--- src/rtl/sio_pkg.sv ---
// Shared types for the serial register port.
// Assumes: one header byte (direction plus address) precedes each data byte.
package sio_pkg;
    typedef enum logic [1:0] {
        ST_HDR  = 2'd0,   // collecting direction and address bits
        ST_WDAT = 2'd1,   // collecting write data bits
        ST_TURN = 2'd2,   // header done, waiting for falling edge to drive
        ST_RDAT = 2'd3    // shifting read data out
    } frame_state_e;
endpackage

--- src/rtl/sio_edge_sync.sv ---
// Brings the serial clock and data line into the clk domain and flags edges.
// Assumes: STAGES >= 2. The chain is deliberately not reset, so the level of
// the serial clock when reset is released is never seen as an edge.
module sio_edge_sync #(
    parameter int STAGES = 2
) (
    input  logic clk,
    input  logic sclk,
    input  logic sdio,
    output logic rise,
    output logic fall,
    output logic din
);
    logic [STAGES-1:0][1:0] chain;
    logic                   sclk_prev;

    // Shift {sclk, sdio} through the synchronizer chain together.
    always_ff @(posedge clk) begin
        chain     <= {chain[STAGES-2:0], {sclk, sdio}};
        sclk_prev <= chain[STAGES-1][1];
    end

    // Edge pulses and data sampled at the same stage as the clock.
    always_comb begin
        rise = chain[STAGES-1][1] & ~sclk_prev;
        fall = ~chain[STAGES-1][1] & sclk_prev;
        din  = chain[STAGES-1][0];
    end
endmodule

--- src/rtl/sio_watchdog.sv ---
// Inactivity timer: pulses timeout once after LIMIT cycles with no serial edge.
// Assumes: activity is a one-cycle pulse per detected edge; restart clears it.
module sio_watchdog #(
    parameter int LIMIT = 1024
) (
    input  logic clk,
    input  logic rst_n,
    input  logic activity,
    input  logic restart,
    output logic timeout
);
    localparam int CW = $clog2(LIMIT + 1);
    logic [CW-1:0] cnt;

    // Count idle cycles, saturating at LIMIT; any edge restarts the count.
    always_ff @(posedge clk) begin
        if (!rst_n || activity || restart)
            cnt <= '0;
        else if (cnt != CW'(LIMIT))
            cnt <= cnt + 1'b1;
    end

    // Single pulse on the cycle the count reaches its limit.
    assign timeout = (cnt == CW'(LIMIT - 1)) && !activity && !restart;

    assert_wd_bound_R6: assert property (@(posedge clk) disable iff (!rst_n)
        cnt <= CW'(LIMIT));
endmodule

--- src/rtl/sio_regfile.sv ---
// Byte register file: entry 0 is a constant identification value, the
// rest are read/write. Assumes the caller never writes entry 0.
module sio_regfile #(
    parameter int          ADDR_W   = 7,
    parameter int          DATA_W   = 8,
    parameter logic [7:0]  ID_VALUE = 8'h02
) (
    input  logic              clk,
    input  logic              rst_n,
    input  logic              wr_en,
    input  logic [ADDR_W-1:0] addr,
    input  logic [DATA_W-1:0] wr_data,
    output logic [DATA_W-1:0] rd_data
);
    localparam int NUM_REGS = 2 ** ADDR_W;
    logic [DATA_W-1:0] regs [NUM_REGS];

    for (genvar i = 0; i < NUM_REGS; i++) begin : g_reg
        if (i == 0) begin : g_id
            // Identification entry is fixed.
            assign regs[i] = DATA_W'(ID_VALUE);
        end else begin : g_rw
            // Plain storage entry, cleared by reset.
            always_ff @(posedge clk) begin
                if (!rst_n)
                    regs[i] <= '0;
                else if (wr_en && addr == ADDR_W'(i))
                    regs[i] <= wr_data;
            end
        end
    end

    assign rd_data = regs[addr];

    assert_no_id_write_R5: assert property (@(posedge clk) disable iff (!rst_n)
        wr_en |-> addr != '0);
endmodule

--- src/rtl/sio_regport.sv ---
// Serial register port: frames direction, address and data on the serial
// clock, turns the data line around for reads, and recovers framing via the
// inactivity watchdog or the power-down pulse.
// Assumes: pwrdn is synchronous to clk; sclk half-periods exceed the
// synchronizer latency by a few clk cycles.
module sio_regport #(
    parameter int         ADDR_W      = 7,
    parameter int         DATA_W      = 8,
    parameter logic [7:0] ID_VALUE    = 8'h02,
    parameter int         WDOG_CYCLES = 1024,
    parameter int         SYNC_STAGES = 2
) (
    input  logic clk,
    input  logic rst_n,
    input  logic sclk,
    input  logic sdio_in,
    input  logic pwrdn,
    output logic sdio_out,
    output logic sdio_oe
);
    import sio_pkg::*;

    localparam int HDR_LEN = ADDR_W + 1;
    localparam int MAXLEN  = (HDR_LEN > DATA_W) ? HDR_LEN : DATA_W;
    localparam int CNT_W   = $clog2(MAXLEN);

    logic               s_rise, s_fall, s_din, wd_timeout, clear;
    frame_state_e       state;
    logic [CNT_W-1:0]   bit_cnt;
    logic [HDR_LEN-2:0] hdr_sh;
    logic [HDR_LEN-1:0] hdr_next;
    logic [DATA_W-2:0]  wdat_sh;
    logic [DATA_W-1:0]  wr_data, rd_data, rdat_sh;
    logic [ADDR_W-1:0]  addr_q;
    logic               wr_en;

    sio_edge_sync #(.STAGES(SYNC_STAGES)) u_sync (
        .clk(clk), .sclk(sclk), .sdio(sdio_in),
        .rise(s_rise), .fall(s_fall), .din(s_din)
    );

    sio_watchdog #(.LIMIT(WDOG_CYCLES)) u_wdog (
        .clk(clk), .rst_n(rst_n), .activity(s_rise | s_fall),
        .restart(pwrdn), .timeout(wd_timeout)
    );

    sio_regfile #(.ADDR_W(ADDR_W), .DATA_W(DATA_W), .ID_VALUE(ID_VALUE)) u_regs (
        .clk(clk), .rst_n(rst_n), .wr_en(wr_en), .addr(addr_q),
        .wr_data(wr_data), .rd_data(rd_data)
    );

    // Either recovery source discards the frame in progress.
    assign clear    = pwrdn | wd_timeout;
    // Header and write byte as they stand after the bit now being sampled.
    assign hdr_next = {hdr_sh, s_din};
    assign wr_data  = {wdat_sh, s_din};
    // Commit a write on its last data bit, except to the identification entry.
    assign wr_en    = (state == ST_WDAT) && s_rise && !clear &&
                      (bit_cnt == CNT_W'(DATA_W - 1)) && (addr_q != '0);
    assign sdio_out = rdat_sh[DATA_W-1];

    // Frame sequencer: header capture, write shift-in, turnaround, read shift-out.
    always_ff @(posedge clk) begin
        if (!rst_n || clear) begin
            state   <= ST_HDR;
            bit_cnt <= '0;
            hdr_sh  <= '0;
            wdat_sh <= '0;
            rdat_sh <= '0;
            sdio_oe <= 1'b0;
            if (!rst_n) addr_q <= '0;
        end else begin
            case (state)
                ST_HDR: if (s_rise) begin
                    hdr_sh <= hdr_next[HDR_LEN-2:0];
                    if (bit_cnt == CNT_W'(HDR_LEN - 1)) begin
                        bit_cnt <= '0;
                        addr_q  <= hdr_next[ADDR_W-1:0];
                        state   <= hdr_next[HDR_LEN-1] ? ST_WDAT : ST_TURN;
                    end else begin
                        bit_cnt <= bit_cnt + 1'b1;
                    end
                end
                ST_WDAT: if (s_rise) begin
                    wdat_sh <= wr_data[DATA_W-2:0];
                    if (bit_cnt == CNT_W'(DATA_W - 1)) begin
                        bit_cnt <= '0;
                        state   <= ST_HDR;
                    end else begin
                        bit_cnt <= bit_cnt + 1'b1;
                    end
                end
                ST_TURN: if (s_fall) begin
                    rdat_sh <= rd_data;
                    sdio_oe <= 1'b1;
                    bit_cnt <= '0;
                    state   <= ST_RDAT;
                end
                ST_RDAT: begin
                    if (s_rise) begin
                        if (bit_cnt == CNT_W'(DATA_W - 1)) begin
                            bit_cnt <= '0;
                            sdio_oe <= 1'b0;
                            state   <= ST_HDR;
                        end else begin
                            bit_cnt <= bit_cnt + 1'b1;
                        end
                    end else if (s_fall) begin
                        rdat_sh <= {rdat_sh[DATA_W-2:0], 1'b0};
                    end
                end
                default: state <= ST_HDR;
            endcase
        end
    end

    assert_drive_on_fall_R3: assert property (@(posedge clk) disable iff (!rst_n)
        $rose(sdio_oe) |-> $past(s_fall));
    assert_release_cause_R9: assert property (@(posedge clk) disable iff (!rst_n)
        $fell(sdio_oe) |-> $past(s_rise || clear));
    assert_pwrdn_clears_R7: assert property (@(posedge clk) disable iff (!rst_n)
        pwrdn |=> (!sdio_oe && state == ST_HDR && bit_cnt == '0));
    assert_timeout_clears_R6: assert property (@(posedge clk) disable iff (!rst_n)
        wd_timeout |=> (!sdio_oe && state == ST_HDR));
    assert_oe_only_reading_R3: assert property (@(posedge clk) disable iff (!rst_n)
        sdio_oe |-> state == ST_RDAT);
endmodule

--- config.mk ---
export PLATFORM = sky130hd
export DESIGN_NAME = sio_regport
export DESIGN_NICKNAME = d
export VERILOG_FILES = /design/src/rtl/sio_pkg.sv /design/src/rtl/sio_edge_sync.sv /design/src/rtl/sio_watchdog.sv /design/src/rtl/sio_regfile.sv /design/src/rtl/sio_regport.sv
export SDC_FILE = /design/constraint.sdc
export NUM_CORES = 2
export LEC_CHECK = 0
export BUFFER_PORTS_ARGS = -buffer_cell sky130_fd_sc_hd__buf_2
export CAP_MARGIN = 10
export CORE_MARGIN = 4
export CORE_UTILIZATION = 25
export CTS_BUF_LIST = sky130_fd_sc_hd__clkbuf_8
export CTS_CLUSTER_SIZE = 24
export DETAILED_ROUTE_END_ITERATION = 10
export GPL_TIMING_DRIVEN = 0
export PLACE_DENSITY = 0.37
export SLEW_MARGIN = 20
export SYNTH_ARGS = -nofsm -noshare
export SYNTH_HDL_FRONTEND = slang
export SYNTH_SLANG_ARGS = --single-unit
--- constraint.sdc ---
create_clock -name clk -period 7.6 [get_ports clk]
set_input_delay 1.14 -clock clk [delete_from_list [all_inputs] [get_ports clk]]
set_output_delay 1.14 -clock clk [all_outputs]
set_load 0.02 [all_outputs]
Yosys cells after proc, flatten, opt, wreduce, memory -nomap -nowiden
Index checks and enable logic that the tools add are counted.
{ "classes": {"bitwise_logic": 7, "reduce_logical": 155, "mux": 27, "magnitude_cmp": 1, "n_addsub": 2, "n_eq_ne": 144} }
{ "op_table": {"columns": ["cell", "count"], "rows": [
  ["equality test 7 bit (second input constant)", 64],
  ["equality test 7 x 6 -> 1 bit (second input constant)", 32],
  ["logical AND 1 bit", 133],
  ["equality test 7 x 5 -> 1 bit (second input constant)", 16],
  ["binary-select mux 8 bit (select 7 bit)", 1],
  ["equality test 7 x 4 -> 1 bit (second input constant)", 8],
  ["two-way mux 8 bit", 5],
  ["two-way mux 7 bit", 5],
  ["equality test 7 x 3 -> 1 bit (second input constant)", 4],
  ["inequality test 2 bit (second input constant)", 8],
  ["one-hot mux 8 bit (2 select lines)", 1],
  ["equality test 7 x 2 -> 1 bit (second input constant)", 2],
  ["two-way mux 2 bit", 6],
  ["AND reduction 4 bit", 3],
  ["adder 11 x 1 -> 11 bit (second input constant)", 1],
  ["equality test 11 x 10 -> 1 bit (second input constant)", 1],
  ["inequality test 11 bit (second input constant)", 1],
  ["two-way mux 3 bit", 3],
  ["greater-or-equal comparator 8 bit (second input constant)", 1],
  ["inverter 7 -> 8 bit", 1],
  ["nonzero test 2 bit", 4],
  ["equality test 7 x 1 -> 1 bit (second input constant)", 1],
  ["nonzero test 7 bit", 1],
  ["inequality test 2 x 1 -> 1 bit (second input constant)", 3],
  ["other kinds (18)", 31]
]} }
{ "totals": {"register_bits": 1067, "out_inout_bits": 2, "inputBits": 5} }

Depth between registers and ports, before layout
{ "depth": {"depth_word": 12, "ltp_mapped": 11} }

By module
Synthesis repeated with hierarchy kept, for this count alone.
{ "unflattened": {"hier_cells": 5360, "area_unflattened_um2": 50181.9} }
{ "modules_own_cells": {"columns": ["module", "area_per_inst_um2", "seq_area_each_um2", "instances", "cells_per_inst"], "rows": [
  ["sio_regfile", 47966.0, 20339.5, 1, 5138],
  ["sio_regport", 1536.5, 770.7, 1, 149],
  ["sio_watchdog", 564.3, 220.2, 1, 66],
  ["sio_edge_sync", 115.1, 100.1, 1, 7]
]} }

Worst setup path before layout
No wires, ideal clock.
{ "synth_timing": {"path_type": "input-to-reg", "from": "input port pwrdn", "to": "register u_regs.regs[784] (netlist name)", "setup_time_ns": 0.070, "cell_stages": 8, "required_ns": 7.530, "n_path_buf": 3, "arrival_time_ns": 2.805, "path_slack_ns": 4.725, "path_cell_list": "and4bb_2 o41ai_4 nor4b_1 clkbuf_1 buf_2 buf_1 nand3_1 a21boi_1"} }
{ "synth_via": {"elab_chain_cells": 8} }
{ "synth_lines": {"columns": ["element", "line", "rtl"], "rows": [
  ["start: declaration", "sio_regport.sv:17", "input logic pwrdn,"],
  ["zero test 1 bit", "sio_watchdog.sv:24", "assign timeout = (cnt == CW'(LIMIT - 1)) && !activity && !restart;"],
  ["logical AND 1 bit", "sio_watchdog.sv:24", null],
  ["OR 1 bit *", "sio_regport.sv:53", "assign clear = pwrdn | wd_timeout;"],
  ["zero test 1 bit *", "sio_regport.sv:58", "assign wr_en = (state == ST_WDAT) && s_rise && !clear &&"],
  ["logical AND 1 bit * (2 in series)", "sio_regport.sv:58", null],
  ["logical AND 1 bit *", "sio_regport.sv:59", "(bit_cnt == CNT_W'(DATA_W - 1)) && (addr_q != '0);"],
  ["logical AND 1 bit *", "sio_regfile.sv:27", "else if (wr_en && addr == ADDR_W'(i))"],
  ["end signal: indexed assignment", "sio_regfile.sv:28", "regs[i] <= wr_data;"],
  ["end: declaration", "sio_regfile.sv:16", "logic [DATA_W-1:0] regs [NUM_REGS];"]
]} }
Every way passes the cells marked *; elsewhere a longest branch is shown, timed or not.
A chain may end at the register's enable or synchronous reset.

Final worst setup path
{ "layout_timing": {"from": "register addr_q[1]", "to": "register rdat_sh[3]"} }
{ "layout_via": {"elab_chain_cells": 6} }
{ "layout_lines": {"columns": ["element", "line", "rtl"], "rows": [
  ["start: declaration", "sio_regport.sv:34", "logic [ADDR_W-1:0] addr_q;"],
  ["start signal: assignment", "sio_regport.sv:78", "addr_q <= hdr_next[ADDR_W-1:0];"],
  ["inverter 7 -> 8 bit (implied by the code)", "sio_regfile.sv:33", "assign rd_data = regs[addr];"],
  ["binary-select mux 8 bit (select 7 bit)", "sio_regfile.sv:33", null],
  ["two-way mux 8 bit (implied by the code) (2 in series)", "sio_regfile.sv:33", null],
  ["two-way mux 8 bit", "sio_regport.sv:93", "ST_TURN: if (s_fall) begin"],
  ["one-hot mux 8 bit (2 select lines)", "sio_regport.sv:73", "case (state)"],
  ["end signal: assignment", "sio_regport.sv:94", "rdat_sh <= rd_data;"],
  ["end signal: assignment", "sio_regport.sv:109", "rdat_sh <= {rdat_sh[DATA_W-2:0], 1'b0};"],
  ["end: declaration", "sio_regport.sv:33", "logic [DATA_W-1:0] wr_data, rd_data, rdat_sh;"]
]} }
No other way between the ends. The select of a mux whose other input is x is not followed.

==> impl_metrics.py <==
metrics = {
    "critical_path": {
        "crit_chain": "buf_4 > buf_4 > buf_4 > buf_4 > mux2i_1 > a22oi_1 > nand4_1 > o211ai_1 > a2111oi_0 > a311oi_1",
        "critPathMaxFanout": 10,
        "end_kind": "flip-flop",
        "slowest_delay_ns": 1.09,
        "worstSetupPathType": "flip-flop to flip-flop",
        "arrival_ns": 5.86,
        "cpMostUsedCell": "buf_4",
        "required_ns": 8.40,
        "startpoint_type": "flip-flop",
        "crit_slowest_cell": "a2111oi_0",
    },
    "clocking": {
        "tritoncts": "built",
        "post_cts_resize_count": 0,
        "insertion_delay_ns": 0.97,
        "cts.sinks": 1067,
        "ctsHoldBuffers": 0,
        "cts_max_level": 4,
        "cts_buffer_depth": 3,
        "cts_buffers": 201,
        "cts_root_buf": "clkbuf_8",
        "path_clk_slew_ns": 0.07,
        "cts_setup_buffers": 0,
    },
    "placement": {
        "io_buffers": 5,
        "post-place-cells": 8209,
        "dp_hpwl_um": 209000,
        "place.gp.congestion": 0.968,
    },
    "logic_synthesis": {
        "ys_seq_area_share_pct": 42.8,
        "syn_area_per_cell_um2": 9.01,
        "synth_compound_area_share_pct": 22.2,
        "synthSimpleGateAreaFrac_pct": 16.0,
        "synth_top_family_by_area": "compound AO/OA/AOI/OAI gates",
        "ys_async_sr_fraction_pct": 0,
        "synth_flop_cell": "dfxtp_1",
        "synth_nets": 5559,
        "syn_inst": 5548,
        "ys_warn_count": 0,
        "synth_xor_area_share_pct": 0.158,
        "netlist_area_um2": 50000,
        "synth-seq-cells": 1067,
        "synthMuxAreaShare_pct": 13.9,
        "yosysUniqueCellTypes": 72,
        "synth_edf_count": 7,
        "synth_fa_ha_area_share_pct": 0.150,
    },
    "sta": {
        "setup_tns_ns": 0,
        "finalCritPeriodShare_pct": 66.6,
        "timing.hold.ws_ns": 0.282,
        "fin_worst_skew_ns": 0.0551,
        "rsz0062_at_grt": "no",
        "finalHoldViolations": 0,
        "tightest_slew_ns": 1.24,
        "drv_slew": 0,
        "setup_viol": 0,
        "slew-limit-headroom_pct": 17.2,
        "period_minus_slack_ns": 5.06,
        "fmax_mhz": 198,
    },
    "route": {
        "wirelength_um": 292000,
        "wl_per_cell_um": 34.0,
        "drc": 0,
        "drt_iter0_markers": 5410,
        "final_antenna_net_count": 0,
        "viasPerCell": 5.52,
        "firstDrtPassIters": 5,
        "vias": 47400,
    },
    "power_and_ir_drop": {
        "finalPower_uw": 12200,
        "p_leak_uw": 0.0181,
        "power_density_nw_per_um2": 211,
        "peakVddDrop_mv": 0.171,
    },
    "floorplanning": {
        "dieArea_um2": 207000,
        "io_pins": 7,
        "die_y_um": 455,
        "die_w_um": 455,
        "rows": 163,
        "core_area_um2": 198000,
        "start_util_pct": 25.2,
    },
    "finish": {
        "final.fill_count": 21400,
        "regArea_um2": 21400,
        "final_common_cell": "nand2_1",
        "area_growth_pct": 15.8,
        "final_cell_count_no_fill": 8583,
        "multi_input_area_um2": 26200,
        "layout.nets": 5783,
        "drive_above_1_share_pct": 11.9,
        "layout_common_cells": "nand2_1, dfxtp_1, a21boi_1",
    },
    "grt": {
        "grt_use_total_pct": 27.4,
        "antenna_found_initial": 36,
        "grt_pass1_wl_um": 392000,
        "grt_overflow_total": 0,
        "grt_pass1_vias": 44700,
        "grt_max_degree": 17,
    },
    "status": {
        "outcome": "finished, final reports clean",
    },
    "worst_hold_path": {
        "min_path_type": "primary input to flip-flop",
    },
    "run": {
        "drv_cap": 0,
    },
}
-- flip-flops by register name, summed over array words and instances (netlist names) --
signal / cells
addr_q: 7
bit_cnt: 3
hdr_sh: 7
rdat_sh: 8
sdio_oe: 1
state: 2
u_regs.regs: 1016
u_sync.chain: 3
u_sync.din: 1
u_sync.sclk_prev: 1
u_wdog.cnt: 11
wdat_sh: 7
-- layout make-up --
type | count | share of cell area [%]
Timing Repair Buffer | 21 | 0.657
Inverter | 6 | 0.0389
Sequential cell | 1067 | 37.0
Tap cell | 2640 | 5.70
Antenna cell | 11 | 0.0475
Buffer | 554 | 4.16
Clock inverter | 99 | 0.812
Clock buffer | 264 | 6.27
Multi-Input combinational cell | 3921 | 45.3
-- path summary, 6_finish.rpt --
path                            slack (ns)  depth (start not counted)       startpoint         endpoint
worst max register to register        2.54                         10        addr_q[1]       rdat_sh[3]
worst max-delay path                  2.54                         10        addr_q[1]       rdat_sh[3]
worst min-delay path                  0.28                          1          sdio_in  u_sync.chain[0]
worst min register to register        0.32                          0  u_sync.chain[0]       u_sync.din
-- per-layer routing --
layer | part of all wire (%) | vias to the layer above | GRT usage, % | routed length, um
li1 | - | 20100 | - | -
met1 | 44 | 24500 | 37.7 | 129000
met3 | 8.3 | 541 | 6.11 | 24200
met5 | 0.0055 | - | 0 | 16
met2 | 43 | 2237 | 40.8 | 124000
met4 | 5.0 | 2 | 12.3 | 14600
-- cell usage after synthesis, drive strengths merged, types with 7 or more instances --
cell type	count	share of area (%)
mux4	239	11
a211oi	9	0.14
nand2b	9	0.11
nand2	1103	8.3
o21ai	526	5.3
dfxtp	1060	42
a21oi	19	0.19
mux2i	137	2.7
and3	7	0.088
and2	14	0.18
nor2b	50	0.63
buf	151	1.7
edfxtp	7	0.42
nor2	150	1.2
a21boi	986	15
clkbuf	403	3.0
a22o	12	0.21
nand4	10	0.13
nand3	489	4.9
nor3	7	0.070
nor4	8	0.19
o22ai	9	0.11
mux2	17	0.38
a22oi	35	0.53
-- kinds of logic after synthesis --
group / after synthesis
compound gates: 1648
xor+xnor: 9
fa+ha+maj: 6
buf+inv: 560
flops: 1067
mux: 393
simple gates: 1865
-- where the power goes --
group          switching, uW  internal, uW
clock                   2780          3140
combinational            503           179
sequential              4.35          5600
-- per-stage QoR --
| step | utilization [%] | setup WS (ns) | cell area, um^2 |
|---|---|---|---|
| CTS | 29.2 | 2.78 | 57900 |
| global placement | 26.9 | 2.17 | 53300 |
| global route | 29.2 | 2.74 | 57900 |
| finish | 29.2 | 2.54 | 57900 |
| detailed placement | 27.1 | 2.79 | 53800 |
| floorplan | - | 4.73 | 50000 |
-- worst max-delay path: cells and delay by family (launching register included) --
kind / cells / cell delay [ns]
buffers and inverters: 4 / 2.00
AO/OA/AOI/OAI: 4 / 1.59
multiplexers: 1 / 0.53
flip-flops: 1 / 0.40
AND/OR/NAND/NOR: 1 / 0.31
No activity file was read; power rests on OpenSTA's default activity.
